[config.mk]
export PLATFORM = sky130hd
export DESIGN_NAME = dual_adc_serializer
export DESIGN_NICKNAME = d
export VERILOG_FILES = /design/src/rtl/dual_ser_pkg.sv /design/src/rtl/ser_edge_detect.sv /design/src/rtl/ser_result_hold.sv /design/src/rtl/ser_frame_pack.sv /design/src/rtl/ser_lane_shifter.sv /design/src/rtl/dual_adc_serializer.sv
export SDC_FILE = /design/constraint.sdc
export NUM_CORES = 1
export LEC_CHECK = 0
export ABC_CLOCK_PERIOD_IN_PS = 1450
export CAP_MARGIN = 20
export CORE_MARGIN = 10
export CORE_UTILIZATION = 51
export DETAILED_ROUTE_END_ITERATION = 7
export PLACE_DENSITY = 0.75
export RECOVER_POWER = 25
export SLEW_MARGIN = 20
export SYNTH_ARGS = -nofsm -noshare
export SYNTH_HDL_FRONTEND = slang
export SYNTH_SLANG_ARGS = --single-unit
[constraint.sdc]
create_clock -name clk -period 1.45 [get_ports clk]
set_clock_uncertainty 0.05 [all_clocks]
set_input_delay 0.29 -clock clk [delete_from_list [all_inputs] [get_ports clk]]
set_output_delay 0.29 -clock clk [all_outputs]
set_load 0.01 [all_outputs]
[src/rtl/dual_ser_pkg.sv]
package dual_ser_pkg;

  parameter int unsigned DATA_W_DEF = 16;
  parameter int unsigned TAG_W_DEF  = 2;
  parameter int unsigned LANES      = 2;

  typedef struct packed {
    logic full_clk;
    logic single_out;
    logic tag_en;
  } ser_mode_t;

  // one lane carries both words only in half-clock timing
  function automatic logic one_lane(input ser_mode_t m);
    return m.single_out & ~m.full_clk;
  endfunction

endpackage

[src/rtl/ser_edge_detect.sv]
module ser_edge_detect #(
  parameter logic IDLE = 1'b0
) (
  input  logic clk,
  input  logic rst,
  input  logic pin_i,
  output logic level_o,
  output logic rise_o,
  output logic fall_o
);

  logic s_q, s_qq;

  always_ff @(posedge clk) begin
    if (rst) begin
      s_q  <= IDLE;
      s_qq <= IDLE;
    end else begin
      s_q  <= pin_i;
      s_qq <= s_q;
    end
  end

  assign level_o = s_q;
  assign rise_o  = s_q & ~s_qq;
  assign fall_o  = ~s_q & s_qq;

endmodule

[src/rtl/ser_result_hold.sv]
module ser_result_hold #(
  parameter int unsigned DATA_W   = 16,
  parameter int unsigned TAG_W    = 2,
  parameter logic [TAG_W-1:0] TAG_INIT = 1
) (
  input  logic              clk,
  input  logic              rst,
  input  logic              strobe_i,
  input  logic              tag_en_i,
  input  logic [DATA_W-1:0] a_i,
  input  logic [DATA_W-1:0] b_i,
  output logic [DATA_W-1:0] held_a_o,
  output logic [DATA_W-1:0] held_b_o,
  output logic [TAG_W-1:0]  held_tag_o,
  output logic [DATA_W-1:0] live_a_o,
  output logic [DATA_W-1:0] live_b_o,
  output logic [TAG_W-1:0]  live_tag_o
);

  logic [TAG_W-1:0] tag_next;

  assign tag_next = tag_en_i ? held_tag_o + TAG_W'(1) : held_tag_o;

  always_ff @(posedge clk) begin
    if (rst) begin
      held_a_o   <= '0;
      held_b_o   <= '0;
      held_tag_o <= TAG_INIT;
    end else if (strobe_i) begin
      held_a_o   <= a_i;
      held_b_o   <= b_i;
      held_tag_o <= tag_next;
    end
  end

  // forwarding view: what the holding register will contain after this edge
  assign live_a_o   = strobe_i ? a_i      : held_a_o;
  assign live_b_o   = strobe_i ? b_i      : held_b_o;
  assign live_tag_o = strobe_i ? tag_next : held_tag_o;

endmodule

[src/rtl/ser_frame_pack.sv]
module ser_frame_pack
  import dual_ser_pkg::*;
#(
  parameter int unsigned DATA_W  = 16,
  parameter int unsigned TAG_W   = 2,
  localparam int unsigned WORD_W  = DATA_W + TAG_W,
  localparam int unsigned FRAME_W = 2 * WORD_W
) (
  input  ser_mode_t                     mode_i,
  input  logic [DATA_W-1:0]             a_i,
  input  logic [DATA_W-1:0]             b_i,
  input  logic [TAG_W-1:0]              tag_i,
  output logic [LANES-1:0][FRAME_W-1:0] frame_o
);

  logic [WORD_W-1:0] word_a, word_b;

  always_comb begin
    word_a = {a_i, {TAG_W{1'b0}}};
    word_b = {b_i, {TAG_W{1'b0}}};
    if (mode_i.tag_en) begin
      word_a = {a_i, tag_i};
      word_b = {b_i, tag_i};
    end
  end

  always_comb begin
    frame_o = '0;
    if (one_lane(mode_i)) begin
      if (mode_i.tag_en) frame_o[0] = {word_a, word_b};
      else               frame_o[0] = {a_i, b_i, {(2*TAG_W){1'b0}}};
    end else begin
      frame_o[0] = {word_a, {WORD_W{1'b0}}};
      frame_o[1] = {word_b, {WORD_W{1'b0}}};
    end
  end

endmodule

[src/rtl/ser_lane_shifter.sv]
module ser_lane_shifter #(
  parameter int unsigned FRAME_W = 36
) (
  input  logic               clk,
  input  logic               rst,
  input  logic               load_i,
  input  logic               clear_i,
  input  logic               shift_i,
  input  logic [FRAME_W-1:0] frame_i,
  output logic               sdo_o
);

  logic [FRAME_W-1:0] sh_q;

  always_ff @(posedge clk) begin
    if (rst)          sh_q <= '0;
    else if (load_i)  sh_q <= frame_i;
    else if (clear_i) sh_q <= '0;
    else if (shift_i) sh_q <= {sh_q[FRAME_W-2:0], 1'b0};
  end

  assign sdo_o = sh_q[FRAME_W-1];

endmodule

[src/rtl/dual_adc_serializer.sv]
module dual_adc_serializer
  import dual_ser_pkg::*;
#(
  parameter int unsigned DATA_W   = DATA_W_DEF,
  parameter int unsigned TAG_W    = TAG_W_DEF,
  parameter logic [TAG_W-1:0] TAG_INIT = 1
) (
  input  logic              clk,
  input  logic              rst,
  input  logic              ser_clk,
  input  logic              rd_n,
  input  logic              res_valid,
  input  logic [DATA_W-1:0] res_a,
  input  logic [DATA_W-1:0] res_b,
  input  logic              full_clk_mode,
  input  logic              single_out_mode,
  input  logic              cnt_en,
  output logic              sdo_a,
  output logic              sdo_b
);

  localparam int unsigned FRAME_W = 2 * (DATA_W + TAG_W);

  ser_mode_t mode;
  assign mode.full_clk   = full_clk_mode;
  assign mode.single_out = single_out_mode;
  assign mode.tag_en     = cnt_en;

  logic rd_level, rd_rise, rd_fall;
  logic ck_level, ck_rise, ck_fall;

  ser_edge_detect #(.IDLE(1'b1)) u_rd_edge (
    .clk(clk), .rst(rst), .pin_i(rd_n),
    .level_o(rd_level), .rise_o(rd_rise), .fall_o(rd_fall)
  );

  ser_edge_detect #(.IDLE(1'b0)) u_ck_edge (
    .clk(clk), .rst(rst), .pin_i(ser_clk),
    .level_o(ck_level), .rise_o(ck_rise), .fall_o(ck_fall)
  );

  logic [DATA_W-1:0] held_a, held_b, live_a, live_b;
  logic [TAG_W-1:0]  cur_tag, live_tag;

  ser_result_hold #(.DATA_W(DATA_W), .TAG_W(TAG_W), .TAG_INIT(TAG_INIT)) u_hold (
    .clk(clk), .rst(rst), .strobe_i(res_valid), .tag_en_i(cnt_en),
    .a_i(res_a), .b_i(res_b),
    .held_a_o(held_a), .held_b_o(held_b), .held_tag_o(cur_tag),
    .live_a_o(live_a), .live_b_o(live_b), .live_tag_o(live_tag)
  );

  // half-clock reads the stored pair; full-clock may take the pair arriving now
  logic [DATA_W-1:0] src_a, src_b;
  logic [TAG_W-1:0]  src_tag;
  assign src_a   = full_clk_mode ? live_a   : held_a;
  assign src_b   = full_clk_mode ? live_b   : held_b;
  assign src_tag = full_clk_mode ? live_tag : cur_tag;

  logic [LANES-1:0][FRAME_W-1:0] frames;

  ser_frame_pack #(.DATA_W(DATA_W), .TAG_W(TAG_W)) u_pack (
    .mode_i(mode), .a_i(src_a), .b_i(src_b), .tag_i(src_tag), .frame_o(frames)
  );

  logic shift_evt;
  assign shift_evt = ~rd_level & (full_clk_mode ? ck_fall : ck_rise);

  logic [LANES-1:0] sdo;

  for (genvar g = 0; g < LANES; g++) begin : g_lane
    ser_lane_shifter #(.FRAME_W(FRAME_W)) u_lane (
      .clk(clk), .rst(rst),
      .load_i(rd_fall), .clear_i(rd_level), .shift_i(shift_evt),
      .frame_i(frames[g]), .sdo_o(sdo[g])
    );
  end

  assign sdo_a = sdo[0];
  assign sdo_b = sdo[1];

endmodule

## Yosys cells after proc, flatten, opt, wreduce, memory -nomap -nowiden

Cells that the tools add are included.

| storage, ports and cells | value |
|---|---|
| register bits | 110 |
| bits of input ports | 40 |
| output and inout port bits | 2 |
| logic and storage cells | 39 |

| cells by class | value |
|---|---|
| add/subtract/negate cells | 1 |
| multiplexer cells | 19 |
| bitwise logic cells | 9 |
| reductions and logical operators | 1 |

Operator list:

| cell | count |
|---|---|
| 2-to-1 mux 36 bit | 7 |
| 2-to-1 mux 16 bit | 4 |
| 2-to-1 mux 20 bit | 2 |
| 2-to-1 mux 2 bit | 5 |
| AND 1 bit | 5 |
| NOT 1 bit | 4 |
| nonzero test 3 bit | 1 |
| adder 2 x 1 -> 2 bit, second input constant | 1 |
| 2-to-1 mux 1 bit | 1 |

## Depth between registers and ports, before layout

Gate-level depths: netlist of the first run.

| logic depth | value |
|---|---|
| word-level depth | 8 |
| depth in mapped cells | 6 |
| depth with buffers taken out | 4 |

## Modules after synthesis

A second synthesis of the first run with hierarchy kept.

| unflattened totals | value |
|---|---|
| cells, all modules | 662 |
| area, all modules | 6223.5 µm² |

Modules (own cells, without submodules):

| module | times used | cells an instance | area each (µm²) | sequential area each (µm²) |
|---|---|---|---|---|
| ser_lane_shifter | 2 | 199 | 1672.9 | 720.7 |
| ser_result_hold | 1 | 115 | 1500.2 | 680.7 |
| ser_frame_pack | 1 | 97 | 669.4 | 0.0 |
| dual_adc_serializer | 1 | 40 | 576.8 | 0.0 |
| ser_edge_detect at u_rd_edge | 1 | 6 | 66.3 | 40.0 |
| ser_edge_detect at u_ck_edge | 1 | 6 | 65.1 | 40.0 |

## Worst setup path before layout of the first run

OpenSTA, ideal clock, no wires.

| timing path | value |
|---|---|
| path type | in2reg |
| start point | in full_clk_mode |
| end point | reg g_lane[0].u_lane.sh_q[26] |
| setup time | 0.136 ns |
| arrival | 1.334 ns |
| required time | 1.264 ns |
| path slack | -0.069 ns |
| cell stages on the path | 6 |
| path buffers | 2 |
| cells stage by stage | or3b_1 > and2_1 > buf_4 > buf_2 > o21ai_1 > a211oi_1 |

| between the ends | value |
|---|---|
| word-level cells in the longest chain between the ends | 3 |
| elaborated cells between the ends (all ways) | 5 |
| classes of those cells | mux (3); bitwise (1); reduce/logical (1) |

Ends and longest elaborated chain:

| item | RTL line | RTL |
|---|---|---|
| from (decl) | dual_adc_serializer.sv:15 | `input logic full_clk_mode,` |
| 2-to-1 mux 1 bit | dual_adc_serializer.sv:66 | `assign shift_evt = ~rd_level & (full_clk_mode ? ck_fall : ck_rise);` |
| AND 1 bit | dual_adc_serializer.sv:66 |  |
| nonzero test 3 bit (no source line) | -- |  |
| to (signal assigned) | ser_lane_shifter.sv:17 | `else if (load_i) sh_q <= frame_i;` |
| to (signal assigned) | ser_lane_shifter.sv:19 | `else if (shift_i) sh_q <= {sh_q[FRAME_W-2:0], 1'b0};` |
| to (decl) | ser_lane_shifter.sv:13 | `logic [FRAME_W-1:0] sh_q;` |

Several ways; a longest one is shown, not always the timed one.
A chain may end at the register's enable or synchronous reset.

## Final worst setup path of the first run

| timing path | value |
|---|---|
| start point | reg u_ck_edge.s_q, in the netlist u_ck_edge.level_o |
| end point | reg g_lane[1].u_lane.sh_q[18] |

| between the ends | value |
|---|---|
| word-level cells in the longest chain between the ends | 5 |
| elaborated cells between the ends (all ways) | 6 |
| classes of those cells | mux (1); bitwise (4); reduce/logical (1) |

Ends and longest elaborated chain:

| item | RTL line | RTL |
|---|---|---|
| from (decl) | ser_edge_detect.sv:12 | `logic s_q, s_qq;` |
| from (signal assigned) | ser_edge_detect.sv:19 | `s_q <= pin_i;` |
| NOT 1 bit | ser_edge_detect.sv:26 | `assign fall_o = ~s_q & s_qq;` |
| AND 1 bit | ser_edge_detect.sv:26 |  |
| 2-to-1 mux 1 bit (*) | dual_adc_serializer.sv:66 |  |
| AND 1 bit (*) | dual_adc_serializer.sv:66 |  |
| nonzero test 3 bit (no source line) (*) | -- |  |
| to (signal assigned) | ser_lane_shifter.sv:17 |  |
| to (signal assigned) | ser_lane_shifter.sv:19 |  |
| to (decl) | ser_lane_shifter.sv:13 |  |

Mark *: on every way between the ends. The rest lies on a longest branch, timed or not.

==> results of run 1 <==
## Yosys cell counts (5+ instances only)
cell / n
mux2_2: 16
nand2_1: 18
clkbuf_1: 17
buf_2: 14
dfxtp_1: 92
o22a_1: 14
mux2i_1: 49
a211oi_2: 9
buf_4: 5
nor2_1: 88
o21ai_1: 48
nand2b_1: 18
a211oi_1: 42
## final cells by class
class,instances,share of cell area (%)
inverter,1,0.06369
timing repair buffer,89,18.45
clock inverter,5,0.9979
multi-input combinational,335,44.37
tap,105,2.229
clock buffer,11,2.569
sequential,92,31.32
## logic make-up after synthesis
group / synth area share, %
simple gates: 14.96
compound gates: 20.56
flops: 43.18
mux: 15.72
buf+inv: 5.163
xor+xnor: 0.4108
## what timing repair did
item,4_1_cts,5_1_grt
resized for setup,49,68
setup buffers,7,2
setup endpoints to repair,56,54
gates cloned,8,3
pin swaps,19,21
## critical path, cell delays in order (launching register included)
cell	delay [ns]
dfxtp_2	0.34
or3b_4	0.41
and2_2	0.26
buf_16	0.17
a32oi_2	0.18
nor2_1	0.06
## power by group
group          switching [mW]  total (mW)  internal, mW
Clock                   0.962        1.86         0.895
Combinational           0.397       0.809         0.412
Sequential             0.0601        2.68          2.62
Total                    1.42        5.35          3.93
## routing by layer
metal | global-route usage (%) | vias up | routed length, um
met4 | 5.827 | 0 | 255
met1 | 22.30 | 1852 | 5281
met5 | 0 | - | 0
met3 | 4.026 | 26 | 705
met2 | 29.46 | 138 | 6130
li1 | - | 1791 | -
## stage by stage
| stage | power [mW] | TNS [ns] | area [um2] |
|---|---|---|---|
| global route | 5.524 | -5.770 | 5893 |
| floorplan | 3.125 | -0.4211 | 4312 |
| finish | 5.348 | -3.342 | 5893 |
| CTS | 5.244 | -3.513 | 5614 |
| detailed placement | 3.398 | -28.09 | 4976 |
| global placement | 3.378 | -26.76 | 4976 |
## state kept, by name (all words and copies together) (netlist names)
| signal | flops |
|---|---|
| g_lane.u_lane.sh_q | 54 |
| u_ck_edge.level_o | 1 |
| u_ck_edge.s_qq | 1 |
| u_hold.held_a_o | 16 |
| u_hold.held_b_o | 16 |
| u_hold.held_tag_o | 2 |
| u_rd_edge.level_o | 1 |
| u_rd_edge.s_qq | 1 |
## layout by cell type, fill, tap and decap left out, types with 2 or more instances in the layout
cell	count
clkbuf_2	2
mux2_2	16
buf_4	16
nand2b_1	17
dlygate4sd2_1	4
clkbuf_8	11
or2_2	2
nand3_1	4
o21ai_2	25
nor2b_1	2
buf_12	11
a211oi_2	29
mux2i_1	49
dlygate4sd3_1	2
nor2_4	3
clkdlybuf4s50_1	33
dfxtp_1	89
nor2_1	76
o22a_1	14
clkbuf_16	2
nand2_1	17
o21ai_1	15
a211oi_1	22
dfxtp_2	3
clkinvlp_4	2
buf_16	6
xnor2_1	2
nor2_2	9
buf_6	10
or2_1	2
o21ai_4	11
## how the worst max path moves through the flow
stage,end,depth (start not counted)
floorplan,g_lane[0].u_lane.sh_q[26],6
global placement,g_lane[1].u_lane.sh_q[21],6
detailed placement,g_lane[0].u_lane.sh_q[6],6
CTS,g_lane[1].u_lane.sh_q[24],5
global route,g_lane[1].u_lane.sh_q[18],5
finish,g_lane[1].u_lane.sh_q[18],5
==> impl_metrics.yaml, run 1 <==
clock_network:
  clockBufferDepth: 2
  cts_tree: "built"
  cts_inserted_buffers: 9
  numClockSinks: 92
  cts.clk_slew.worst_paths_ns: 0.09
  ctsHoldBuffers: 0
  cts-root-buf: "clkbuf_8"
  clkLatencyLatePin_ns: 0.37
  cts_htree_levels: 3
grt:
  grt.overflow.total: 0
  grt_pass1_vias: 3737
  grtUsageTotal_pct: 17.79
  grt_antenna_before_repair: 0
  grt_pass1_wl_um: 18950
  grt_max_degree: 34
critical_path:
  worstSetupPathType: "reg2reg"
  reg2reg_to: "g_lane[1].u_lane.sh_q[18]"
  arrival_ns: 1.78
  end_kind: "register"
  reg2reg_slack_ns: -0.12
  reg2reg_depth: 5
  critPathMaxFanout: 7
  critPathRequiredTime_ns: 1.66
  start_kind: "register"
  r2r-start: "u_ck_edge.level_o"
  startpoint: "u_ck_edge.level_o"
sta:
  worstMarginPinSlew_ns: 0.6203
  finalSetupViolCount: 53
  slew_viol_final: 0
  hold_viol: 0
  rsz0062_at_grt: "yes"
  worst_slack_ns: -0.1211
  fmax_mhz: 636.5
  min_period_over_period_pct: 108.4
  period_minus_slack_ns: 1.571
  hold-worst-slack_ns: 0.2749
  relSlewSlack_pct: 58.65
floorplanning:
  die_w_um: 111.5
  die_area_mm2: 0.01242
  floorplan.die.height_um: 111.5
  num_rows: 33
  coreArea_mm2: 0.008175
  initial_core_util_pct: 52.17
  ios: 42
placed_design:
  gp_congestion: 0.7810
  io_buffers: 41
  pre_cts_ws_ns: -0.5683
  dpl.hpwl_um: 6643
  dpl.cell_count: 605
hold_path:
  hold_path_end: "u_hold.held_b_o[3]"
  hold_path_depth: 2
  min_from: "rst"
  worstHoldPathType: "in2reg"
cells_and_area:
  finalNetCount: 568
  final_cells: 638
  multi_input_area_mm2: 0.002615
  nFillCells: 527
  utilization_pct: 72.08
  final_layout_size_suffix_gt1_share_pct: 32.65
  area_growth_pct: 38.16
  n_antenna_cell: 0
  regArea_mm2: 0.001846
routing:
  routed_wire_length_per_instance_um: 19.39
  drtPass1Iterations: 5
  wl_um: 12370
  drc: 0
  vias: 3807
  via_per_inst: 5.967
  ant_nets: 0
  drtIter0Drc: 354
outcome:
  outcome: "finished, violations left"
  violations: "setup timing"
synthesis:
  synth_area_leaders: "dfxtp_1 (43%), mux2i_1 (11%), nor2_1 (7.7%)"
  syn_area_mm2: 0.004265
  yosysTopAreaCell: "dfxtp_1"
  ys_types: 35
  synthesis.nets: 507
  seq_area_frac_synth_pct: 43.18
  yosys.area.top_type_share_pct: 43.18
  synth_seq_cells: 92
  yosysWarnings: 0
  synth_edf_count: 0
  ys.flop_type: "dfxtp_1"
  synthCells: 467
  avgSynthCellArea_um2: 9.133
  async_flop_share_pct: 0
power:
  p_per_area_mw_per_mm2: 907.5
  power_leakage_nw: 2.329
  peakVddDrop_mv: 0.7480
flow_run:
  cap_violations: 0
No activity file was read; power rests on OpenSTA's default activity.
==> inputs of run 2 (changes only) <==
Settings changed: CTS_CLUSTER_DIAMETER set to 100.
==> results of run 2 <==
The final DEF is identical to that of run 1; final timing and power are the same.
